File: src/rtl/mdio_pkg.sv
package mdio_pkg;
  localparam int DATA_W      = 16;
  localparam int FIELD_W     = 5;
  localparam int FRAME_BITS  = 64;
  localparam int PRE_BITS    = 32;
  localparam int TA_FIRST    = 46;
  localparam int BITN_W      = $clog2(FRAME_BITS);

  localparam logic [7:0] OFF_CMD = 8'h20;
  localparam logic [7:0] OFF_RDD = 8'h24;
  localparam logic [7:0] OFF_WRD = 8'h28;

  localparam int BIT_WR  = 14;
  localparam int BIT_RD  = 13;
  localparam int PHY_LSB = 8;
  localparam int REG_LSB = 0;

  localparam logic [1:0] SOF      = 2'b01;
  localparam logic [1:0] OP_WRITE = 2'b01;
  localparam logic [1:0] OP_READ  = 2'b10;
  localparam logic [1:0] TA_WRITE = 2'b10;

  function automatic logic [FRAME_BITS-1:0] build_frame(
    input logic wr, input logic [FIELD_W-1:0] phy, input logic [FIELD_W-1:0] rg,
    input logic [DATA_W-1:0] d);
    build_frame = {{PRE_BITS{1'b1}}, SOF, (wr ? OP_WRITE : OP_READ), phy, rg,
                   (wr ? TA_WRITE : 2'b11), (wr ? d : {DATA_W{1'b1}})};
  endfunction
endpackage

File: src/rtl/mdio_mdc_gen.sv
module mdio_mdc_gen #(
  parameter int MDC_HALF = 10
) (
  input  logic clk,
  input  logic rst,
  input  logic run,
  output logic mdc,
  output logic rise_stb,
  output logic fall_stb
);
  localparam int CW = $clog2(MDC_HALF + 1);
  localparam logic [CW-1:0] LAST = CW'(MDC_HALF - 1);

  logic [CW-1:0] cnt;
  logic wrap;

  assign wrap     = run && (cnt == LAST);
  assign rise_stb = wrap && !mdc;
  assign fall_stb = wrap && mdc;

  always_ff @(posedge clk) begin
    if (rst || !run) begin
      cnt <= '0;
      mdc <= 1'b0;
    end else if (wrap) begin
      cnt <= '0;
      mdc <= ~mdc;
    end else begin
      cnt <= cnt + 1'b1;
    end
  end


  mdc_idle_chk: assert property (@(posedge clk) disable iff (rst) !run |-> !mdc);

  mdc_rise_chk: assert property (@(posedge clk) disable iff (rst) rise_stb |=> mdc);
endmodule

File: src/rtl/mdio_frame.sv
module mdio_frame
  import mdio_pkg::*;
(
  input  logic               clk,
  input  logic               rst,
  input  logic               start,
  input  logic               is_wr,
  input  logic [FIELD_W-1:0] phy,
  input  logic [FIELD_W-1:0] rg,
  input  logic [DATA_W-1:0]  wdata,
  input  logic               mdio_i,
  input  logic               rise_stb,
  input  logic               fall_stb,
  output logic               run,
  output logic               mdio_o,
  output logic               mdio_oe,
  output logic               done,
  output logic [DATA_W-1:0]  rx
);
  localparam logic [BITN_W-1:0] BIT_END = BITN_W'(FRAME_BITS - 1);
  localparam logic [BITN_W-1:0] BIT_REL = BITN_W'(TA_FIRST - 1);

  logic [FRAME_BITS-1:0] sr;
  logic [BITN_W-1:0]     bitn;
  logic                  wr_q;

  assign done   = run && fall_stb && (bitn == BIT_END);
  assign mdio_o = sr[FRAME_BITS-1];

  always_ff @(posedge clk) begin
    if (rst) begin
      run     <= 1'b0;
      sr      <= '0;
      bitn    <= '0;
      mdio_oe <= 1'b0;
      wr_q    <= 1'b0;
      rx      <= '0;
    end else if (start && !run) begin
      run     <= 1'b1;
      sr      <= build_frame(is_wr, phy, rg, wdata);
      bitn    <= '0;
      mdio_oe <= 1'b1;
      wr_q    <= is_wr;
    end else if (run) begin
      if (rise_stb) rx <= {rx[DATA_W-2:0], mdio_i};
      if (fall_stb) begin
        sr <= {sr[FRAME_BITS-2:0], 1'b0};
        if (done) begin
          run     <= 1'b0;
          mdio_oe <= 1'b0;
          bitn    <= '0;
        end else begin
          bitn <= bitn + 1'b1;
          if (!wr_q && bitn == BIT_REL) mdio_oe <= 1'b0;
        end
      end
    end
  end


  rd_release_chk: assert property (@(posedge clk) disable iff (rst)
    (run && !wr_q && bitn >= BITN_W'(TA_FIRST)) |-> !mdio_oe);

  wr_drive_chk: assert property (@(posedge clk) disable iff (rst)
    (run && wr_q) |-> mdio_oe);
endmodule

File: src/rtl/mdio_regs.sv
module mdio_regs
  import mdio_pkg::*;
#(
  parameter int ADDR_W = 8
) (
  input  logic               clk,
  input  logic               rst,
  input  logic               reg_wr,
  input  logic [ADDR_W-1:0]  reg_addr,
  input  logic [DATA_W-1:0]  reg_wdata,
  input  logic               done,
  input  logic [DATA_W-1:0]  rx,
  output logic [DATA_W-1:0]  reg_rdata,
  output logic               start,
  output logic               start_wr,
  output logic               busy,
  output logic [DATA_W-1:0]  wd_q
);
  logic               wr_busy, rd_busy;
  logic [FIELD_W-1:0] phy_q, rg_q;
  logic [DATA_W-1:0]  rd_q;
  logic               cmd_sel, go_wr, go_rd;

  assign busy     = wr_busy | rd_busy;
  assign cmd_sel  = reg_wr && (reg_addr == ADDR_W'(OFF_CMD));
  assign go_wr    = cmd_sel && !busy && reg_wdata[BIT_WR];
  assign go_rd    = cmd_sel && !busy && !reg_wdata[BIT_WR] && reg_wdata[BIT_RD];
  assign start    = go_wr | go_rd;
  assign start_wr = go_wr;

  always_ff @(posedge clk) begin
    if (rst) begin
      wr_busy   <= 1'b0;
      rd_busy   <= 1'b0;
      phy_q     <= '0;
      rg_q      <= '0;
      rd_q      <= '0;
      wd_q      <= '0;
      reg_rdata <= '0;
    end else begin
      if (reg_wr && reg_addr == ADDR_W'(OFF_WRD)) wd_q <= reg_wdata;
      if (start) begin
        phy_q   <= reg_wdata[PHY_LSB +: FIELD_W];
        rg_q    <= reg_wdata[REG_LSB +: FIELD_W];
        wr_busy <= go_wr;
        rd_busy <= go_rd;
      end else if (done) begin
        if (rd_busy) rd_q <= rx;
        wr_busy <= 1'b0;
        rd_busy <= 1'b0;
      end
      if (reg_addr == ADDR_W'(OFF_CMD))
        reg_rdata <= {1'b0, wr_busy, rd_busy, phy_q, 3'b000, rg_q};
      else if (reg_addr == ADDR_W'(OFF_RDD))
        reg_rdata <= rd_q;
      else if (reg_addr == ADDR_W'(OFF_WRD))
        reg_rdata <= wd_q;
      else
        reg_rdata <= '0;
    end
  end


  one_busy_chk: assert property (@(posedge clk) disable iff (rst) $onehot0({wr_busy, rd_busy}));

  busy_hold_chk: assert property (@(posedge clk) disable iff (rst)
    (busy && cmd_sel) |=> $stable(phy_q) && $stable(rg_q));
endmodule

File: src/rtl/mdio_ctrl.sv
module mdio_ctrl
  import mdio_pkg::*;
#(
  parameter int ADDR_W   = 8,
  parameter int MDC_HALF = 10
) (
  input  logic              clk,
  input  logic              rst,
  input  logic              reg_wr,
  input  logic [ADDR_W-1:0] reg_addr,
  input  logic [DATA_W-1:0] reg_wdata,
  output logic [DATA_W-1:0] reg_rdata,
  output logic              mdc,
  input  logic              mdio_i,
  output logic              mdio_o,
  output logic              mdio_oe
);
  logic              start, start_wr, busy, run, done, rise_stb, fall_stb;
  logic [DATA_W-1:0] wd_q, rx;

  mdio_regs #(.ADDR_W(ADDR_W)) i_regs (
    .clk(clk), .rst(rst), .reg_wr(reg_wr), .reg_addr(reg_addr),
    .reg_wdata(reg_wdata), .done(done), .rx(rx), .reg_rdata(reg_rdata),
    .start(start), .start_wr(start_wr), .busy(busy), .wd_q(wd_q)
  );

  mdio_mdc_gen #(.MDC_HALF(MDC_HALF)) i_mdc (
    .clk(clk), .rst(rst), .run(run), .mdc(mdc),
    .rise_stb(rise_stb), .fall_stb(fall_stb)
  );

  mdio_frame i_frame (
    .clk(clk), .rst(rst), .start(start), .is_wr(start_wr),
    .phy(reg_wdata[PHY_LSB +: FIELD_W]), .rg(reg_wdata[REG_LSB +: FIELD_W]),
    .wdata(wd_q), .mdio_i(mdio_i), .rise_stb(rise_stb), .fall_stb(fall_stb),
    .run(run), .mdio_o(mdio_o), .mdio_oe(mdio_oe), .done(done), .rx(rx)
  );


  busy_run_chk: assert property (@(posedge clk) disable iff (rst) busy |-> run);

  done_clear_chk: assert property (@(posedge clk) disable iff (rst) done |=> !busy && !mdc);
endmodule

File: config.mk
export PLATFORM = sky130hd
export DESIGN_NAME = mdio_ctrl
export DESIGN_NICKNAME = d
export VERILOG_FILES = /design/src/rtl/mdio_pkg.sv /design/src/rtl/mdio_mdc_gen.sv /design/src/rtl/mdio_frame.sv /design/src/rtl/mdio_regs.sv /design/src/rtl/mdio_ctrl.sv
export SDC_FILE = /design/constraint.sdc
export NUM_CORES = 1
export LEC_CHECK = 0
export ABC_AREA = 1
export ABC_CLOCK_PERIOD_IN_PS = 1800
export BUFFER_PORTS_ARGS = -buffer_cell sky130_fd_sc_hd__buf_4
export CAP_MARGIN = 0
export CORE_MARGIN = 2
export CORE_UTILIZATION = 51
export DETAILED_ROUTE_END_ITERATION = 10
export PLACE_DENSITY = 0.69
export SYNTH_ARGS = -nofsm -noshare
export SYNTH_HDL_FRONTEND = slang
export SYNTH_SLANG_ARGS = --single-unit
File: constraint.sdc
create_clock -name clk -period 1.8 [get_ports clk]
set_input_delay 0.36 -clock clk [delete_from_list [all_inputs] [get_ports clk]]
set_output_delay 0.36 -clock clk [all_outputs]
set_load 0.01 [all_outputs]
==> metrics.md, run 1 <==
| Metric | Value |
|---|---|
| Vias per cell | `5.44` |
| Share of cells above drive strength 1 | `0.178` |
| Largest net degree at the start of global routing | `84` |
| Row cnt | `40` |
| Count of final setup violators | `0` |
| DR DRC count | `0` |
| Async SR Flop Fraction | `0` |
| Total CTS buffers | `17` |
| Net Sw Frac | `0.198` |
| Placed Area | `6880 sq um` |
| Clock root buffer | `clkbuf_16` |
| FILL cells | `1000` |
| Initial Utilization | `0.521` |
| Remaining global-route overflow | `0` |
| FF/Latch Area | `3090 sq um` |
| Vias post-DR | `5751` |
| Slew of the pin with the lowest slew margin | `510 ps` |
| Diodes inserted | `0` |
| Internal reg-to-reg setup slack | `30 ps` |
| Fin crit period | `1770 ps` |
| Seq cells post-synth | `154` |
| Number of global-route vias before repair | `5278` |
| Clk_lat worst skew | `420 ps` |
| Max-slew violation count | `0` |
| Post-synth EDFFs | `0` |
| Final Skew | `8.83 ps` |
| Crit-path max cell delay | `370 ps` |
| Multi-input logic area | `2790 sq um` |
| Clk sink count | `154` |
| CP Capture Type | `flop` |
| Total GRT Usage | `0.244` |
| Worst EP arrival | `2120 ps` |
| Register area share after synthesis | `0.495` |
| Post-layout power | `0.00755 W` |
| Post-route ant nets | `0` |
| WP buf/inv | `2` |
| Fin. Hold Viols | `0` |
| Core area | `12000 sq um` |
| Leak pwr | `3.11 nW` |
| WL final | `15600 microns` |
| Pwr per Cell Area | `980 nW/um^2` |
| Worst-path cell chain | `ha_4 -> nand4_1 -> nor2_4 -> buf_6 -> nand2_8 -> nor2_4 -> clkbuf_16 -> nand2_1 -> a21oi_1` |
| H-tree depth | `4` |
| Status | `completed` |
| Die X-Extent | `115 microns` |
| Chip height | `115 microns` |
| Final core utilization | `0.644` |
| Ys Warns | `0` |
| Hold WS | `228 ps` |
| Worst path slowest cell | `dfxtp_2` |
| Cell mode on critical path | `nor2_4` |
| # IOs | `47` |
| Worst-path fanout max | `8` |
| Most used DFF post-synth | `dfxtp_1` |
| Clock tree buffer depth | `2` |
| Initial antenna violation count | `0` |
| Mapped Nets | `880` |
| Clk pwr share | `0.523` |
| Area Growth Syn to Fin | `23.6%` |
| Comb pwr share | `0.024` |
| Initial drt markers | `500` |
| Req. time, crit path | `2150 ps` |
| Critical path class | `flop to flop` |
| Finished Cell Area | `7700 sq um` |
| Mean post-synth cell area | `7.35 sq um` |
| CP delay by family, top | `simple AND/OR/NAND/NOR gates` |
| Maximum vdd drop | `0.556 mV` |
| Sw Pwr | `0.00150 W` |
| Max-cap viol count | `0` |
| Min-Delay Path Class | `primary input to flop` |
| Hold Buf Count CTS | `0` |
| CP startpoint kind | `flop` |
| Die footprint | `13100 sq um` |
| Wire length per cell | `14.7 microns` |
| Drt pass-1 iters | `5` |
| Fin crit share | `0.984` |
| Mapped Cells | `848` |
| Final nets | `930` |
| RSZ-0062 raised after global routing | `yes` |
| Sequential share of power | `0.452` |
| Mapped cell area | `6230 sq um` |
| Internal | `0.00605 W` |
| Yosys cell types | `31` |
| First-pass GRT wire length | `25100 microns` |
| GPL Wtd Cong | `0.925` |
| Final HPWL DP | `10200 microns` |
| # port buffers | `46` |
| TritonCTS clock tree | `done` |
| Maximum clock frequency | `565 MHz` |
| Clk pin slew, worst setup/hold paths | `60 ps` |
| Slew headroom | `0.659` |
final timing paths:
kind | from | to | cells past startpoint
max | i_mdc.cnt[0]$_SDFF_PP0_ | i_regs.rd_q[6]$_SDFFE_PP0P_ | 9
min | mdio_i | i_frame.rx[0]$_SDFFE_PP0P_ | 3
max reg2reg | i_mdc.cnt[0]$_SDFF_PP0_ | i_regs.rd_q[6]$_SDFFE_PP0P_ | 9
min reg2reg | i_frame.sr[31]$_SDFFE_PP0P_ | i_frame.sr[31]$_SDFFE_PP0P_ | 2
cell usage in the layout, fill, tap and decap left out, drive strengths merged, types with 2 or more instances in the layout:
cell type,instances
or2,13
a31oi,2
nor2,50
clkbuf,22
o21ai,68
bufinv,5
buf,84
nand3,72
inv,58
dfxtp,154
a21oi,115
nand4,14
clkinv,6
ha,4
nor3b,2
nand2,235
power by group through the flow:
stage | clock (W) | sequential, W | combinational (W)
2_1_floorplan | 0 | 0.00349 | 0.0000766
3_3_place_gp | 0 | 0.00349 | 0.000174
3_5_place_dp | 0 | 0.00349 | 0.000177
4_1_cts | 0.00399 | 0.00341 | 0.000178
5_1_grt | 0.00415 | 0.00341 | 0.000195
6_report | 0.00395 | 0.00341 | 0.000183
synthesized netlist by cell type, types with 3 or more instances:
| cell type | instances | area share |
|---|---|---|
| nand2_1 | 233 | 0.14 |
| dfxtp_1 | 154 | 0.49 |
| a21oi_1 | 115 | 0.092 |
| nand3_1 | 69 | 0.055 |
| o21ai_0 | 63 | 0.051 |
| inv_1 | 55 | 0.033 |
| nor2_1 | 45 | 0.027 |
| clkbuf_1 | 27 | 0.016 |
| buf_2 | 22 | 0.018 |
| nand4_1 | 14 | 0.014 |
| or2_2 | 12 | 0.012 |
| o21ai_1 | 5 | 0.0040 |
| buf_1 | 4 | 0.0024 |
| ha_1 | 4 | 0.0080 |
| inv_2 | 3 | 0.0018 |
| nand3_2 | 3 | 0.0048 |
| nor2_2 | 3 | 0.0030 |
layout make-up:
class	count	share of cell area
inverter	59	0.0297
clock inverter	11	0.0247
sequential	154	0.401
timing repair buffer	85	0.0980
tap	147	0.0239
clock buffer	21	0.0611
multi-input combinational	581	0.362
cells by family after synthesis:
group	after synthesis	share of synthesized area
DFF	154	0.495
adders and majority gates	4	0.00803
buffers and inverters	113	0.0731
xor gates and xnor gates	2	0.00281
and+or+nand+nor	388	0.270
AOI/OAI and AO/OA	187	0.152
layer usage:
layer | wire [microns] | vias up | GRT usage
li1 | - | 2866 | -
met1 | 6990 | 2640 | 0.318
met2 | 7230 | 212 | 0.387
met3 | 969 | 33 | 0.0535
met4 | 395 | 0 | 0.111
met5 | 0 | - | 0
repair_timing:
action	4_1_cts	5_1_grt
resized for setup	1	28
pin swaps	0	18
setup endpoints to repair	1	35
setup buffers	0	5
cloned	0	1
stage by stage:
step           setup TNS (ps)  instances  setup slack [ps]
5_1_grt                  -533       1058             -42.8
3_5_place_dp                0       1020              12.0
2_1_floorplan               0        848               196
3_3_place_gp                0       1020              64.4
6_report                    0       1058              28.7
4_1_cts                     0       1052              28.2
registers in the layout (all words and copies together), names as in the netlist, 4 cells and up:
name	cells
i_regs.phy_q	5
i_frame.bitn	6
i_frame.sr	64
i_regs.reg_rdata	16
i_frame.rx	16
i_regs.wd_q	16
i_regs.rg_q	5
i_mdc.cnt	4
i_regs.rd_q	16
worst min-delay path: stages:
cell     delay (ps)
buf_4           110
nand3_1          70
a21oi_1          60
(Power assumes the default switching activity.)
==> inputs of run 2 (changes only) <==
--- a/config.mk
+++ b/config.mk
@@ -9,7 +9,7 @@
 export ABC_CLOCK_PERIOD_IN_PS = 1800
 export BUFFER_PORTS_ARGS = -buffer_cell sky130_fd_sc_hd__buf_4
 export CAP_MARGIN = 0
-export CORE_MARGIN = 2
+export CORE_MARGIN = 4
 export CORE_UTILIZATION = 51
 export DETAILED_ROUTE_END_ITERATION = 10
 export PLACE_DENSITY = 0.69
==> run 2 against run 1 <==
Effect of this change: die area rose by 7.1%; combinational power fell by 3%; wire length fell by 0.47%; critical endpoint is now i_regs.rd_q[7]$_SDFFE_PP0P_; largest power group unchanged.
==> metrics.md, run 2 (synthesized netlist as in run 1, its figures left out) <==
| Metric | Value |
|---|---|
| Initial antenna violation count | `0 (unchanged)` |
| R2r worst-path depth | `10 (was 9)` |
| Post-route ant nets | `0 (unchanged)` |
| Total GRT Usage | `0.223 (was 0.244)` |
| Count of final setup violators | `0 (unchanged)` |
| GPL Wtd Cong | `0.917 (was 0.925)` |
| Total CTS buffers | `17 (unchanged)` |
| Slew headroom | `0.646 (was 0.659)` |
| DR DRC count | `0 (unchanged)` |
| M1 wire length | `7000 microns (was 6990 microns)` |
| Diodes inserted | `0 (unchanged)` |
| R2r endpoint | `i_regs.rd_q[7]$_SDFFE_PP0P_ (was i_regs.rd_q[6]$_SDFFE_PP0P_)` |
| Die footprint | `14000 sq um (was 13100 sq um)` |
| Vias post-DR | `5721 (was 5751)` |
| Fin crit period | `1700 ps (was 1770 ps)` |
| Die X-Extent | `119 microns (was 115 microns)` |
| Chip height | `119 microns (was 115 microns)` |
| Final nets | `925 (was 930)` |
| # IOs | `47 (unchanged)` |
| Worst r2r src | `i_mdc.cnt[1]$_SDFF_PP0_ (was i_mdc.cnt[0]$_SDFF_PP0_)` |
| Maximum vdd drop | `0.621 mV (was 0.556 mV)` |
| Slew of the pin with the lowest slew margin | `530 ps (was 510 ps)` |
| Fin. Hold Viols | `0 (unchanged)` |
| Maximum clock frequency | `588 MHz (was 565 MHz)` |
| Internal reg-to-reg setup slack | `100 ps (was 30 ps)` |
| Row cnt | `40 (unchanged)` |
| Clk pin slew, worst setup/hold paths | `60 ps (about the same)` |
| Initial drt markers | `468 (was 500)` |
| Max reg flops | `64 (unchanged)` |
| Worst EP arrival | `2050 ps (was 2120 ps)` |
| Core area | `12000 sq um (unchanged)` |
| Top Layer Used | `met4 (unchanged)` |
| Min-Delay Path Class | `primary input to flop (unchanged)` |
| Clk sink count | `154 (unchanged)` |
| Status | `completed (unchanged)` |
| Placed Area | `6890 sq um (was 6880 sq um)` |
| Clock root buffer | `clkbuf_16 (unchanged)` |
| Clock tree buffer depth | `2 (unchanged)` |
| Finished Cell Area | `7630 sq um (was 7700 sq um)` |
| Req. time, crit path | `2150 ps (about the same)` |
| H-tree depth | `4 (unchanged)` |
| Wire length per cell | `14.7 microns (about the same)` |
| Top reg by flops | `i_frame.sr (unchanged)` |
| Most frequent cells in the layout | `233 x nand2_1, 153 x dfxtp_1, 113 x a21oi_1 (was 231 x nand2_1, 152 x dfxtp_1, 105 x a21oi_1)` |
| Hold WS | `229 ps (was 228 ps)` |
| Worst-path fanout max | `8 (unchanged)` |
| Critical path class | `flop to flop (unchanged)` |
| Met3 wire length | `911 microns (was 969 microns)` |
| Share of cells above drive strength 1 | `0.159 (was 0.178)` |
| TNS Setup | `0 ps (unchanged)` |
| TritonCTS clock tree | `done (unchanged)` |
| # port buffers | `46 (unchanged)` |
| Clk_lat worst skew | `420 ps (about the same)` |
| Hold path startpoint | `reg_wdata[5] (was mdio_i)` |
| WL final | `15500 microns (was 15600 microns)` |
| Non-filler cells, final | `1053 (was 1058)` |
| Hold Buf Count CTS | `0 (unchanged)` |
| Drt pass-1 iters | `5 (unchanged)` |
| Vias per cell | `5.43 (was 5.44)` |
| Remaining global-route overflow | `0 (unchanged)` |
| Fin crit share | `0.945 (was 0.984)` |
| Number of global-route vias before repair | `5227 (was 5278)` |
| Final Skew | `7.92 ps (was 8.83 ps)` |
| Metal2 WL | `7130 microns (was 7230 microns)` |
| Hold path cells | `3 (unchanged)` |
| Final HPWL DP | `10300 microns (was 10200 microns)` |
| Leak pwr | `3.10 nW (was 3.11 nW)` |
| Most common cell after layout, fill and taps aside | `nand2_1 (unchanged)` |
| Post-layout power | `0.00756 W (was 0.00755 W)` |
| Max-cap viol count | `0 (unchanged)` |
| Pwr per Cell Area | `992 nW/um^2 (was 980 nW/um^2)` |
| Largest net degree at the start of global routing | `84 (unchanged)` |
| Placed insts | `1019 (was 1020)` |
| Max-slew violation count | `0 (unchanged)` |
| First-pass GRT wire length | `25400 microns (was 25100 microns)` |
| Worst hold endpoint | `i_regs.wd_q[5]$_SDFFE_PP0P_ (was i_frame.rx[0]$_SDFFE_PP0P_)` |
| Area Growth Syn to Fin | `22.4% (was 23.6%)` |
| Initial Utilization | `0.521 (unchanged)` |
| CP startpoint kind | `flop (unchanged)` |
| CP Capture Type | `flop (unchanged)` |
run 2: changes by cell type in the layout (fill, tap and decap cells not counted), moves of 2 or more:
| cell | change |
|---|---|
| clkinvlp_4 | +3 |
| a21oi_2 | -8 |
| nand2_2 | -2 |
| a21oi_1 | +8 |
| buf_4 | -6 |
| nand2_1 | +2 |
| clkinv_4 | -2 |
run 2: final cells by class:
cell class | instances | area (sq um)
clock buffers | 21 | 480
inverters | 59 | 229
multi-input cells | 581 | 2730
flip-flops and latches | 154 | 3080
well taps | 147 | 184
repair buffers | 80 | 729
fillers | 1030 | 4340
clock inverters | 11 | 190
run 2: metrics by stage:
stage | worst slack (ps) | utilization
floorplan | 196 | -
global placement | 94.5 | 0.576
detailed placement | 9.45 | 0.576
CTS | 18.5 | 0.632
global route | -3.36 | 0.638
finish | 99.9 | 0.638
run 2: repair_timing:
action	in CTS	in global routing
endpoints found under the setup margin	1	35
setup buffers	0	1
pin swaps	0	3
resized for setup	1	12
cloned	0	1
run 2: critical path: stages (launching register included):
cell     delay (ps)
dfxtp_1         320
inv_1            60
ha_1            130
nand4_1         150
nor2_4          160
buf_6           140
nand2_4          70
nor2_4          210
buf_8           160
nand2_1         100
a21oi_2         130
run 2: report_power, final:
part / switching (W) / internal [W]
Combinational: 0.000111 / 0.0000670
Clock: 0.00137 / 0.00260
Sequential: 0.00000200 / 0.00341
run 2: layer usage:
metal,GRT usage,vias to the layer above
li1,-,2855
met1,0.296,2653
met2,0.342,175
met3,0.0536,38
met4,0.102,0
met5,0,-
run 2: how the worst max path moves through the flow:
stage	from	to	slack (ps)	cells after the start
2_1_floorplan	i_mdc.cnt[0]$_SDFF_PP0_	i_regs.rd_q[10]$_SDFFE_PP0P_	200	9
3_3_place_gp	i_mdc.cnt[0]$_SDFF_PP0_	i_regs.rd_q[7]$_SDFFE_PP0P_	90	9
3_5_place_dp	i_mdc.cnt[0]$_SDFF_PP0_	i_regs.rd_q[7]$_SDFFE_PP0P_	9	9
4_1_cts	i_mdc.cnt[0]$_SDFF_PP0_	i_frame.bitn[5]$_SDFFE_PP0P_	20	11
5_1_grt	i_mdc.cnt[1]$_SDFF_PP0_	i_regs.rd_q[10]$_SDFFE_PP0P_	-3	10
6_report	i_mdc.cnt[1]$_SDFF_PP0_	i_regs.rd_q[7]$_SDFFE_PP0P_	100	10
==> inputs of run 3 (changes only) <==
--- a/config.mk
+++ b/config.mk
@@ -11,6 +11,7 @@
 export CAP_MARGIN = 0
 export CORE_MARGIN = 4
 export CORE_UTILIZATION = 51
+export CTS_BUF_LIST = sky130_fd_sc_hd__clkbuf_8
 export DETAILED_ROUTE_END_ITERATION = 10
 export PLACE_DENSITY = 0.69
 export SYNTH_ARGS = -nofsm -noshare
==> run 3 against run 2 <==
Effect of this change: sequential share of layout area grew 1.3 points; clock power down 23%; global-route usage shrank 0.10 points; non-clock buffer count fell by 1; via count is 0.86% lower; register-to-register slack better by 30 ps.
==> metrics.md, run 3 (synthesized netlist as in run 1, its figures left out) <==
| Metric | Value |
|---|---|
| Status | `completed (unchanged)` |
| GPL Wtd Cong | `0.917 (unchanged)` |
| Wire length per cell | `14.5 microns (was 14.7 microns)` |
| Die footprint | `14000 sq um (unchanged)` |
| Initial drt markers | `530 (was 468)` |
| Share of cells above drive strength 1 | `0.157 (was 0.159)` |
| Maximum vdd drop | `0.446 mV (was 0.621 mV)` |
| Number of global-route vias before repair | `5189 (was 5227)` |
| Max-cap viol count | `0 (unchanged)` |
| # port buffers | `46 (unchanged)` |
| Largest net degree at the start of global routing | `84 (unchanged)` |
| Slew headroom | `0.656 (was 0.646)` |
| Internal reg-to-reg setup slack | `130 ps (was 100 ps)` |
| Max-slew violation count | `0 (unchanged)` |
| TNS Setup | `0 ps (unchanged)` |
| Most frequent cells in the layout | `232 x nand2_1, 153 x dfxtp_1, 115 x a21oi_1 (was 233 x nand2_1, 153 x dfxtp_1, 113 x a21oi_1)` |
| FILL cells | `1061 (was 1030)` |
| CP startpoint kind | `flop (unchanged)` |
| Drt pass-1 iters | `5 (unchanged)` |
| DR DRC count | `0 (unchanged)` |
| Total CTS buffers | `17 (unchanged)` |
| Worst-path fanout max | `20 (was 8)` |
| Final nets | `924 (was 925)` |
| WL final | `15200 microns (was 15500 microns)` |
| Clock tree buffer depth | `2 (unchanged)` |
| Core area | `12000 sq um (unchanged)` |
| Final WS setup | `127 ps (was 99.9 ps)` |
| Req. time, crit path | `2150 ps (about the same)` |
| Clk sink count | `154 (unchanged)` |
| Vias per cell | `5.39 (was 5.43)` |
| Final HPWL DP | `10300 microns (unchanged)` |
| H-tree depth | `4 (unchanged)` |
| Critical path class | `flop to flop (unchanged)` |
| Fin crit share | `0.929 (was 0.945)` |
| Total GRT Usage | `0.222 (was 0.223)` |
| Diodes inserted | `0 (unchanged)` |
| Origin of the worst setup path | `i_mdc.cnt[1]$_SDFF_PP0_ (unchanged)` |
| Worst setup path endpoint | `i_frame.bitn[3]$_SDFFE_PP0P_ (was i_regs.rd_q[7]$_SDFFE_PP0P_)` |
| Initial antenna violation count | `0 (unchanged)` |
| Worst EP arrival | `2020 ps (was 2050 ps)` |
| Pwr per Cell Area | `896 nW/um^2 (was 992 nW/um^2)` |
| Clk_lat worst skew | `460 ps (was 420 ps)` |
| R2r worst-path depth | `9 (was 10)` |
| Max reg flops | `64 (unchanged)` |
| Leak pwr | `2.98 nW (was 3.10 nW)` |
| TritonCTS clock tree | `done (unchanged)` |
| Final core utilization | `0.618 (was 0.638)` |
| RSZ-0062 raised after global routing | `no` |
| Min-Delay Path Class | `primary input to flop (unchanged)` |
| CP Capture Type | `flop (unchanged)` |
| Count of final setup violators | `0 (unchanged)` |
| R2r endpoint | `i_frame.bitn[3]$_SDFFE_PP0P_ (was i_regs.rd_q[7]$_SDFFE_PP0P_)` |
| Most common cell after layout, fill and taps aside | `nand2_1 (unchanged)` |
| Top reg by flops | `i_frame.sr (unchanged)` |
| Remaining global-route overflow | `0 (unchanged)` |
| Row cnt | `40 (unchanged)` |
| Worst slack, placed | `9.45 ps (unchanged)` |
| Maximum clock frequency | `598 MHz (was 588 MHz)` |
| Hold path cells | `3 (unchanged)` |
| Clk pin slew, worst setup/hold paths | `80 ps (was 60 ps)` |
| Fin. Hold Viols | `0 (unchanged)` |
| Vias post-DR | `5672 (was 5721)` |
| Fin crit period | `1670 ps (was 1700 ps)` |
| First-pass GRT wire length | `25300 microns (was 25400 microns)` |
| # IOs | `47 (unchanged)` |
| Hold Buf Count CTS | `0 (unchanged)` |
| Post-route ant nets | `0 (unchanged)` |
| Final Skew | `11.1 ps (was 7.92 ps)` |
| Slew of the pin with the lowest slew margin | `515 ps (was 530 ps)` |
| Die X-Extent | `119 microns (unchanged)` |
| Chip height | `119 microns (unchanged)` |
| Post-layout power | `0.00663 W (was 0.00756 W)` |
| Area Growth Syn to Fin | `18.7% (was 22.4%)` |
| Clock root buffer | `clkbuf_8 (was clkbuf_16)` |
| Initial Utilization | `0.521 (unchanged)` |
| Worst r2r src | `i_mdc.cnt[1]$_SDFF_PP0_ (unchanged)` |
==> run 3: changes by cell type in the layout (fill, tap and decap cells not counted), moves of 2 or more <==
| cell | change |
|---|---|
| a21oi_1 | +2 |
| clkbuf_16 | -18 |
| a21oi_2 | -2 |
| nand2_2 | +2 |
| clkbuf_8 | +17 |
==> run 3: area by class of cell <==
class	instances	area, sq um	share of cell area
Multi-Input combinational cell	581	2720	0.368
Tap cell	147	184	0.0249
Inverter	59	226	0.0306
Sequential cell	154	3080	0.417
Timing Repair Buffer	79	701	0.0948
Clock inverter	11	190	0.0257
Clock buffer	21	289	0.0391
==> run 3: timing repair <==
action,4_1_cts,5_1_grt
endpoints found under the setup margin,2,29
hold endpoints to repair,0,0
resized for setup,1,7
cloned,0,0
buffers inserted,0,1
pin swaps,0,2
==> run 3: critical path: stages (launching register included) <==
cell and delay, ps:
dfxtp_1 360, inv_1 50, ha_1 170, nand4_1 140
nor2_4 60, buf_4 150, inv_6 150, nor2_1 90
or2_2 270, nor3b_1 130
==> run 3: worst min path at each step <==
| stage | slack (ps) | to | startpoint |
|---|---|---|---|
| after floorplan | 430 | i_frame.wr_q$_SDFFE_PP0P_ | i_frame.wr_q$_SDFFE_PP0P_ |
| after global placement | 450 | i_frame.wr_q$_SDFFE_PP0P_ | i_frame.wr_q$_SDFFE_PP0P_ |
| after detailed placement | 450 | i_frame.sr[31]$_SDFFE_PP0P_ | i_frame.sr[31]$_SDFFE_PP0P_ |
| after CTS | 180 | i_regs.wd_q[5]$_SDFFE_PP0P_ | reg_wdata[5] |
| after global routing | 180 | i_frame.sr[21]$_SDFFE_PP0P_ | reg_wdata[3] |
| final | 190 | i_regs.wd_q[5]$_SDFFE_PP0P_ | reg_wdata[5] |
==> run 3: report_power, final <==
| group | switching, W | internal (W) |
|---|---|---|
| Sequential | 0.00000201 | 0.00341 |
| Combinational | 0.000110 | 0.0000670 |
| Clock | 0.00125 | 0.00179 |
| Total | 0.00136 | 0.00527 |
==> run 3: metal layers <==
| layer | global-route usage | up-vias | routed length, microns |
|---|---|---|---|
| met4 | 0.104 | 0 | 473 |
| met3 | 0.0522 | 38 | 801 |
| met5 | 0 | - | 0 |
| li1 | - | 2842 | - |
| met2 | 0.338 | 154 | 6850 |
| met1 | 0.297 | 2638 | 7080 |
==> run 3: stage by stage <==
step	hold slack [ps]	instance area, sq um	cells
3_3_place_gp	448	6890	1019
2_1_floorplan	429	6230	848
6_report	190	7390	1052
3_5_place_dp	452	6890	1019
4_1_cts	178	7370	1051
5_1_grt	184	7390	1052
